--- config.mk ---
export PLATFORM = sky130hd
export DESIGN_NAME = ds2_slot_selector
export DESIGN_NICKNAME = d
export VERILOG_FILES = /design/src/rtl/ds2sel_pkg.sv /design/src/rtl/ds2sel_slot_decode.sv /design/src/rtl/ds2sel_slot_mux.sv /design/src/rtl/ds2_slot_selector.sv
export SDC_FILE = /design/constraint.sdc
export NUM_CORES = 1
export LEC_CHECK = 0
export ABC_AREA = 0
export BUFFER_PORTS_ARGS = -buffer_cell sky130_fd_sc_hd__buf_4
export CORE_MARGIN = 4
export CORE_UTILIZATION = 37
export CTS_CLUSTER_SIZE = 8
export DETAILED_ROUTE_END_ITERATION = 10
export PLACE_DENSITY = 0.76
export SLEW_MARGIN = 20
export SYNTH_ARGS = -nofsm -noshare
export SYNTH_HDL_FRONTEND = slang
export SYNTH_SLANG_ARGS = --single-unit
--- constraint.sdc ---
create_clock -name clk -period 1.1 [get_ports clk]
set_input_delay 0.11 -clock clk [delete_from_list [all_inputs] [get_ports clk]]
set_output_delay 0.11 -clock clk [all_outputs]
set_load 0.005 [all_outputs]
--- src/rtl/ds2sel_pkg.sv ---
package ds2sel_pkg;

    typedef enum logic [1:0] {
        SRC_M12   = 2'd0,
        SRC_EXT   = 2'd1,
        SRC_AUTO  = 2'd2,
        SRC_FORCE = 2'd3
    } src_e;

    localparam int unsigned MODE_W = 2;

endpackage

--- src/rtl/ds2sel_slot_decode.sv ---
module ds2sel_slot_decode
    import ds2sel_pkg::*;
(
    input  logic              auto_en,
    input  logic              det,
    input  logic              force_lb,
    input  logic              cbit_mode,
    input  logic [MODE_W-1:0] mode,
    output src_e              src
);

    logic lb_allowed;

    assign lb_allowed = !cbit_mode;

    always_comb begin
        if (lb_allowed && auto_en && det) begin
            src = SRC_AUTO;
        end else if (lb_allowed && force_lb) begin
            src = SRC_FORCE;
        end else if (mode == '0) begin
            src = SRC_M12;
        end else begin
            src = SRC_EXT;
        end
    end

endmodule

--- src/rtl/ds2sel_slot_mux.sv ---
module ds2sel_slot_mux
    import ds2sel_pkg::*;
(
    input  src_e src,
    input  logic m12_bit,
    input  logic ext_bit,
    input  logic rx_bit,
    output logic out_bit
);

    always_comb begin
        unique case (src)
            SRC_M12:   out_bit = m12_bit;
            SRC_EXT:   out_bit = ext_bit;
            default:   out_bit = rx_bit;
        endcase
    end

endmodule

--- src/rtl/ds2_slot_selector.sv ---
module ds2_slot_selector
    import ds2sel_pkg::*;
#(
    parameter int unsigned N_SLOTS = 7
) (
    input  logic                      clk,
    input  logic                      rst_n,
    input  logic                      frame_strobe,
    input  logic                      auto_lb_en,
    input  logic [N_SLOTS-1:0]        lb_det,
    input  logic [N_SLOTS-1:0]        force_lb,
    input  logic [N_SLOTS*MODE_W-1:0] slot_mode,
    input  logic                      cbit_mode,
    input  logic [N_SLOTS-1:0]        rx_slot_data,
    input  logic [N_SLOTS-1:0]        m12_data,
    input  logic [N_SLOTS-1:0]        ext_ds2_data,
    output logic [N_SLOTS-1:0]        sel_data,
    output logic [N_SLOTS*2-1:0]      src_code
);

    localparam int unsigned CODE_W = $bits(src_e);

    typedef struct packed {
        src_e [N_SLOTS-1:0] src;
        logic [N_SLOTS-1:0] data;
    } state_t;

    state_t             state_d;
    state_t             state_q;
    src_e [N_SLOTS-1:0] dec_src;
    src_e [N_SLOTS-1:0] src_nxt;
    logic [N_SLOTS-1:0] pick;

    // Per-slot priority decode and data pick
    for (genvar g = 0; g < N_SLOTS; g++) begin : g_slot
        ds2sel_slot_decode u_dec (
            .auto_en   (auto_lb_en),
            .det       (lb_det[g]),
            .force_lb  (force_lb[g]),
            .cbit_mode (cbit_mode),
            .mode      (slot_mode[g*MODE_W +: MODE_W]),
            .src       (dec_src[g])
        );

        ds2sel_slot_mux u_mux (
            .src     (src_nxt[g]),
            .m12_bit (m12_data[g]),
            .ext_bit (ext_ds2_data[g]),
            .rx_bit  (rx_slot_data[g]),
            .out_bit (pick[g])
        );

        assign src_code[g*CODE_W +: CODE_W] = state_q.src[g];
    end

    // Source choice moves only on a frame boundary
    always_comb begin
        for (int i = 0; i < N_SLOTS; i++) begin
            src_nxt[i] = frame_strobe ? dec_src[i] : state_q.src[i];
        end
    end

    always_comb begin
        state_d      = state_q;
        state_d.src  = src_nxt;
        state_d.data = pick;
    end

    always_ff @(posedge clk) begin
        if (!rst_n) begin
            for (int i = 0; i < N_SLOTS; i++) begin
                state_q.src[i] <= SRC_M12;
            end
            state_q.data <= '0;
        end else begin
            state_q <= state_d;
        end
    end

    assign sel_data = state_q.data;

endmodule

==> reports/metrics.cfg, run 1 <==
[sta]
holdWs_ns=0.136
fin_worst_skew_ns=0.000655
slew_headroom_pct=78.4
fin_crit_ns=1.06
worst_pin_slew_ns=0.324
report.final.setup_viol=0
post-route-period-util_pct=96.4
max_freq_mhz=943
maxSlewViolCount=0
hold_viol_final=0
rsz0062_at_grt=true

[power_and_ir_drop]
swShare_pct=27.3
p_comb_share_pct=29.4
irDropWorstVdd_uv=617
power_leakage_nw=0.865
p_clk_share_pct=21.9
cellPowerDensity_nw_per_um2=992
power.switching_mw=0.478
p_int_mw=1.27
pwr-share-seq_pct=48.7

[clock_network]
cts_tree=yes
cts_made_buffers=3
clock_latency_ns=0.31
cts.sinks=21
cts_hold_buffers=0
cts_buffer_depth=2
htreeDepth=1
path_clk_slew_ns=0.13
cts_root_buffer=clkbuf_4

[layout]
drive_gt1_share_pct=54.3
seqCellArea_um2=427
syn_to_final_growth_pct=62.3
final_cell_area_um2=1770
fillers=271
multi_input_area_um2=624
final_cell_mix=buf_4 (83), dfxtp_1 (16), and3_1 (14), nand2b_1 (8)
antenna_cells=0
nets=263
final_common_cell=buf_4

[detailed_routing]
wl_per_cell_um=14.7
first_iter_violations=29
drc=0
wl_mm=3.51
vias=1207
final_antenna_net_count=0
vias_per_cell=5.05
drtPass1Iterations=4

[floorplanning]
start_util_pct=39.1
io_pins=75
design.core.area_um2=2780
die_x_um=62.2
fp.dieH_um=62.2
rows=19
die-area_um2=3870

[worst_setup_path]
crit_slowest_cell=dfxtp_1
cp-end-kind=flip-flop
r2r_start=src_code[8]$_SDFF_PN0_
worstPathRequired_ns=1.30
cp-startpoint=src_code[8]$_SDFF_PN0_
critPathArrivalTime_ns=1.26
crit_chain=nor2_2 -> a21oi_2 -> and3_1 -> o311a_1
path_buf_inv=0
crit_family=compound AO/OA/AOI/OAI gates
crit_path_start_kind=flip-flop
crit_type=flip-flop to flip-flop
cpPeakStageDelay_ns=0.34
crit_fanout=3

[global_route]
grt_pass1_wl_mm=5.75
grt_pass1_vias=1344
antenna_found_initial=0
grt.overflow.total=0
grtUsageMet2_pct=31.3
met3_usage_pct=5.59
grt_use_met1_pct=20.8
top_usage_layer=met2
track_usage_pct=17.9
grt_max_degree=22

[yosys]
synth.yosys.seq_area_share_pct=38.6
netlist_instances=128
synth_area_leaders=dfxtp_1 (39%), and3_1 (8.0%), o311a_1 (6.4%), a21oi_2 (5.6%), nand2b_2 (5.6%)
avgSynthCellArea_um2=8.50
synth_fp_nets=182
synth_edf_count=0
synth_area_leader_cell=dfxtp_1
synth_area_um2=1090
ys_seq_elements=21
ys_types=19
ys_async_sr_fraction_pct=0
ys_warn_count=0
synth_flop_cell=dfxtp_1
synth_top_area_share_pct=38.6

[hold_path]
min_from=lb_det[1]
hold_path_class=input port to flip-flop

[placed_design]
gp_congestion=0.795
port_buffers=74
hpwl_mm=2.85
place_area_um2=1700

[flow_run]
maxCapViolCount=0

[outcome]
outcome=complete, no violations

cell type report:
| cell class | instances | share of cell area [%] |
|---|---|---|
| Clock inverter | 1 | 0.283 |
| Clock buffer | 3 | 1.27 |
| Timing Repair Buffer | 83 | 35.3 |
| Multi-Input combinational cell | 93 | 35.3 |
| Sequential cell | 21 | 24.2 |
| Tap cell | 31 | 2.20 |
| Inverter | 7 | 1.49 |
routing by layer:
layer / vias to the layer above / part of all wire, %
li1: 610 / -
met1: 556 / 43
met2: 39 / 51
met3: 2 / 6.2
met4: 0 / 0.43
met5: - / 0
registers in the layout, summed over array words and instances (netlist names):
name	count
sel_data	7
src_code	14
cell usage after synthesis (7+ instances only):
cell       n
a21oi_1    7
a21oi_2    7
dfxtp_1   21
and2_1     7
nor2_1    14
o311a_1    7
o22ai_1    7
and3_1    14
inv_1      7
nand2b_1   8
nand3_1    7
nand2b_2   7
worst paths after layout:
check | end | slack, ns | cells after the start
worst max-delay path | sel_data[4]$_SDFF_PN0_ | 0.04 | 4
worst min register to register | src_code[7]$_SDFF_PN0_ | 0.66 | 3
worst min-delay path | src_code[2]$_SDFF_PN0_ | 0.14 | 3
worst max register to register | sel_data[4]$_SDFF_PN0_ | 0.04 | 4
per-stage QoR:
stage / utilization, % / total power, mW / instances / setup slack, ns / setup TNS (ns)
finish: 63.5 / 1.75 / 239 / 0.0395 / 0
global route: 63.5 / 1.85 / 239 / -0.00480 / -0.00482
CTS: 62.2 / 1.74 / 238 / 0.00997 / 0
detailed placement: 61.2 / 1.37 / 234 / -0.225 / -1.74
global placement: 61.2 / 1.35 / 234 / -0.184 / -1.23
floorplan: - / 1.07 / 128 / -0.0276 / -0.139
power groups by stage:
stage               clock (mW)  combinational [mW]  sequential (mW)
floorplan                    0               0.200            0.865
global placement             0               0.489            0.862
detailed placement           0               0.504            0.862
CTS                      0.385               0.505            0.846
global route             0.426               0.565            0.859
finish                   0.384               0.515            0.853
timing repair:
action / in CTS / in global routing
resized for setup: 0 / 13
buffers inserted: 0 / 1
endpoints found under the setup margin: 0 / 7
worst register-to-register path: stages, from the launching register on:
cell,delay [ns]
dfxtp_1,0.34
nor2_2,0.09
a21oi_2,0.05
and3_1,0.15
o311a_1,0.33
cells by family (layout without fill, tap and decap cells):
logic type | Yosys count | in the layout | synth area share (%)
AO/OA/AOI/OAI | 35 | 35 | 24.1
buffers and inverters | 14 | 94 | 6.09
flip-flops | 21 | 21 | 38.6
AND/OR/NAND/NOR | 58 | 58 | 31.1
(Power assumes the default switching activity.)
==> inputs of run 2 (changes only) <==
--- a/config.mk
+++ b/config.mk
@@ -7,11 +7,13 @@
 export LEC_CHECK = 0
 export ABC_AREA = 0
 export BUFFER_PORTS_ARGS = -buffer_cell sky130_fd_sc_hd__buf_4
+export CORE_ASPECT_RATIO = 0.5
 export CORE_MARGIN = 4
 export CORE_UTILIZATION = 37
 export CTS_CLUSTER_SIZE = 8
 export DETAILED_ROUTE_END_ITERATION = 10
-export PLACE_DENSITY = 0.76
+export HOLD_SLACK_MARGIN = 0.05
+export PLACE_DENSITY_LB_ADDON = 0.3
 export SLEW_MARGIN = 20
 export SYNTH_ARGS = -nofsm -noshare
 export SYNTH_HDL_FRONTEND = slang
==> run 2 against run 1 <==
  * Clock power is 33% higher
  * Critical path depth unchanged
  * Register-to-register slack got worse by 0.02 ns
  * Cell count rose by 3.8%
  * Hold slack improved by 0.039 ns
  * First-iteration DRC count rose by 6.9%
  * Critical endpoint is now sel_data[0]$_SDFF_PN0_
==> reports/metrics.cfg, run 2 (synthesis gave the netlist of run 1 again) <==
[outcome]
outcome=complete, no violations

[power_and_ir_drop]
cellPowerDensity_nw_per_um2=1040  ; +4.5%
total_power_mw=1.87  ; +6.7%
irDropWorstVdd_uv=482  ; -22%
power_leakage_nw=0.883  ; +2.1%

[floorplanning]
rows=13  ; -6
start_util_pct=40.3  ; +1.2 points
io_pins=75  ; unchanged
die_x_um=84.7  ; +36%
design.core.area_um2=2700  ; -2.9%
die-area_um2=3930  ; +1.4%
fp.dieH_um=46.4  ; -26%

[worst_setup_path]
cpPeakStageDelay_ns=0.34  ; about the same
crit_chain=nor2_2 -> a21oi_2 -> and3_1 -> o311a_1
crit_fanout=3  ; unchanged
worstPathRequired_ns=1.25  ; -0.05 ns
crit_slowest_cell=o311a_1
cp-end-kind=flip-flop
critPathArrivalTime_ns=1.24  ; -0.02 ns
crit_type=flip-flop to flip-flop
crit_path_start_kind=flip-flop

[clock_network]
cts_made_buffers=3  ; unchanged
cts.sinks=21  ; unchanged
clock_latency_ns=0.26  ; -0.05 ns
path_clk_slew_ns=0.08  ; -0.05 ns
cts_buffer_depth=2  ; unchanged
cts_tree=yes
cts_root_buffer=clkbuf_8
htreeDepth=1  ; unchanged

[global_route]
track_usage_pct=16.6  ; -1.2 points
grt_max_degree=22  ; unchanged
antenna_found_initial=0  ; unchanged
grt_pass1_wl_mm=5.15  ; -10%
grt.overflow.total=0  ; unchanged
grt_pass1_vias=1184  ; -12%

[sta]
fin_worst_skew_ns=0.00353  ; +0.00288 ns
fin_tns_setup_ns=0  ; unchanged
worst_pin_slew_ns=0.321  ; -0.00276 ns
hold_viol_final=0  ; unchanged
fin_crit_ns=1.08  ; +0.0233 ns
report.final.setup_viol=0  ; unchanged
post-route-period-util_pct=98.5  ; +2.1 points
slew_headroom_pct=78.6  ; +0.18 points
fin_ws_ns=0.0162  ; -0.0233 ns
maxSlewViolCount=0  ; unchanged
rsz0062_at_grt=true
max_freq_mhz=923  ; -2.2%

[detailed_routing]
wl_mm=3.22  ; -8.2%
first_iter_violations=31  ; +6.9%
vias=1194  ; -1.1%
final_antenna_net_count=0  ; unchanged
wl_per_cell_um=13.0  ; -12%
drc=0  ; unchanged
drtPass1Iterations=4  ; unchanged
vias_per_cell=4.81  ; -4.7%

[layout]
syn_to_final_growth_pct=65.7
nets=266  ; +1.1%
antenna_cells=0  ; unchanged
drive_gt1_share_pct=53.1  ; -1.2 points
final_common_cell=buf_4
stdcell_count=248  ; +3.8%
final_cell_mix=buf_4 (86), dfxtp_1 (18), and3_1 (14), nor2_1 (8), nand2b_1 (8)
largest_reg_flops=14  ; unchanged

[hold_path]
hold_path_class=input port to flip-flop

[placed_design]
placed_cells=244  ; +4.3%
gp_congestion=0.754  ; -5.1%
hpwl_mm=2.64  ; -7.3%
port_buffers=74  ; unchanged
preCtsSetupSlack_ns=-0.183  ; +0.0425 ns

[flow_run]
maxCapViolCount=0  ; unchanged

-- run 2: critical path: cells and delay by family (launching register included) --
family,cells,cell delay (ns)
DFF,1,0.33
AOI/OAI and AO/OA,2,0.39
and+or+nand+nor,2,0.25
-- run 2: timing repair --
item                       4_1_cts  5_1_grt
hold buffers                     0        0
setup buffers                    0        0
setup endpoints to repair        0        6
gates resized for setup          0        9
-- run 2: worst paths after layout --
| path | start | to | slack (ns) | cells past startpoint |
|---|---|---|---|---|
| setup / recovery | src_code[0]$_SDFF_PN0_ | sel_data[0]$_SDFF_PN0_ | 0.02 | 4 |
| hold / removal | rx_slot_data[4] | sel_data[4]$_SDFF_PN0_ | 0.18 | 3 |
| setup reg to reg | src_code[0]$_SDFF_PN0_ | sel_data[0]$_SDFF_PN0_ | 0.02 | 4 |
| hold reg to reg | src_code[5]$_SDFF_PN0_ | src_code[5]$_SDFF_PN0_ | 0.65 | 3 |
-- run 2: layout make-up --
type | count | area (µm²)
inverter | 7 | 26.3
multi-input combinational | 93 | 617
sequential | 21 | 424
fill | 250 | 896
timing repair buffer | 86 | 646
tap | 37 | 46.3
clock buffer | 4 | 45.0
-- run 2: report_power, final --
group | leakage (nW) | switching [mW] | internal [mW]
Combinational | 0.685 | 0.191 | 0.319
Sequential | 0.175 | 0.0280 | 0.821
Clock | 0.0228 | 0.251 | 0.258
Total | 0.883 | 0.471 | 1.40
-- run 2: per-stage QoR --
stage                     cell area, µm²  utilization [%]  hold slack (ns)
after detailed placement            1740             64.5            0.449
after floorplan                     1100                -            0.256
after global routing                1800             66.8            0.187
after CTS                           1790             66.1            0.177
after global placement              1740             64.5            0.443
final                               1800             66.8            0.175
-- run 2: metal layers --
| metal | vias up | part of all wire [%] | GRT usage, % |
|---|---|---|---|
| li1 | 618 | - | - |
| met1 | 538 | 42 | 20.2 |
| met2 | 35 | 50 | 30.2 |
| met3 | 3 | 6.8 | 4.29 |
| met4 | 0 | 0.71 | 4.42 |
| met5 | - | 0 | 0 |
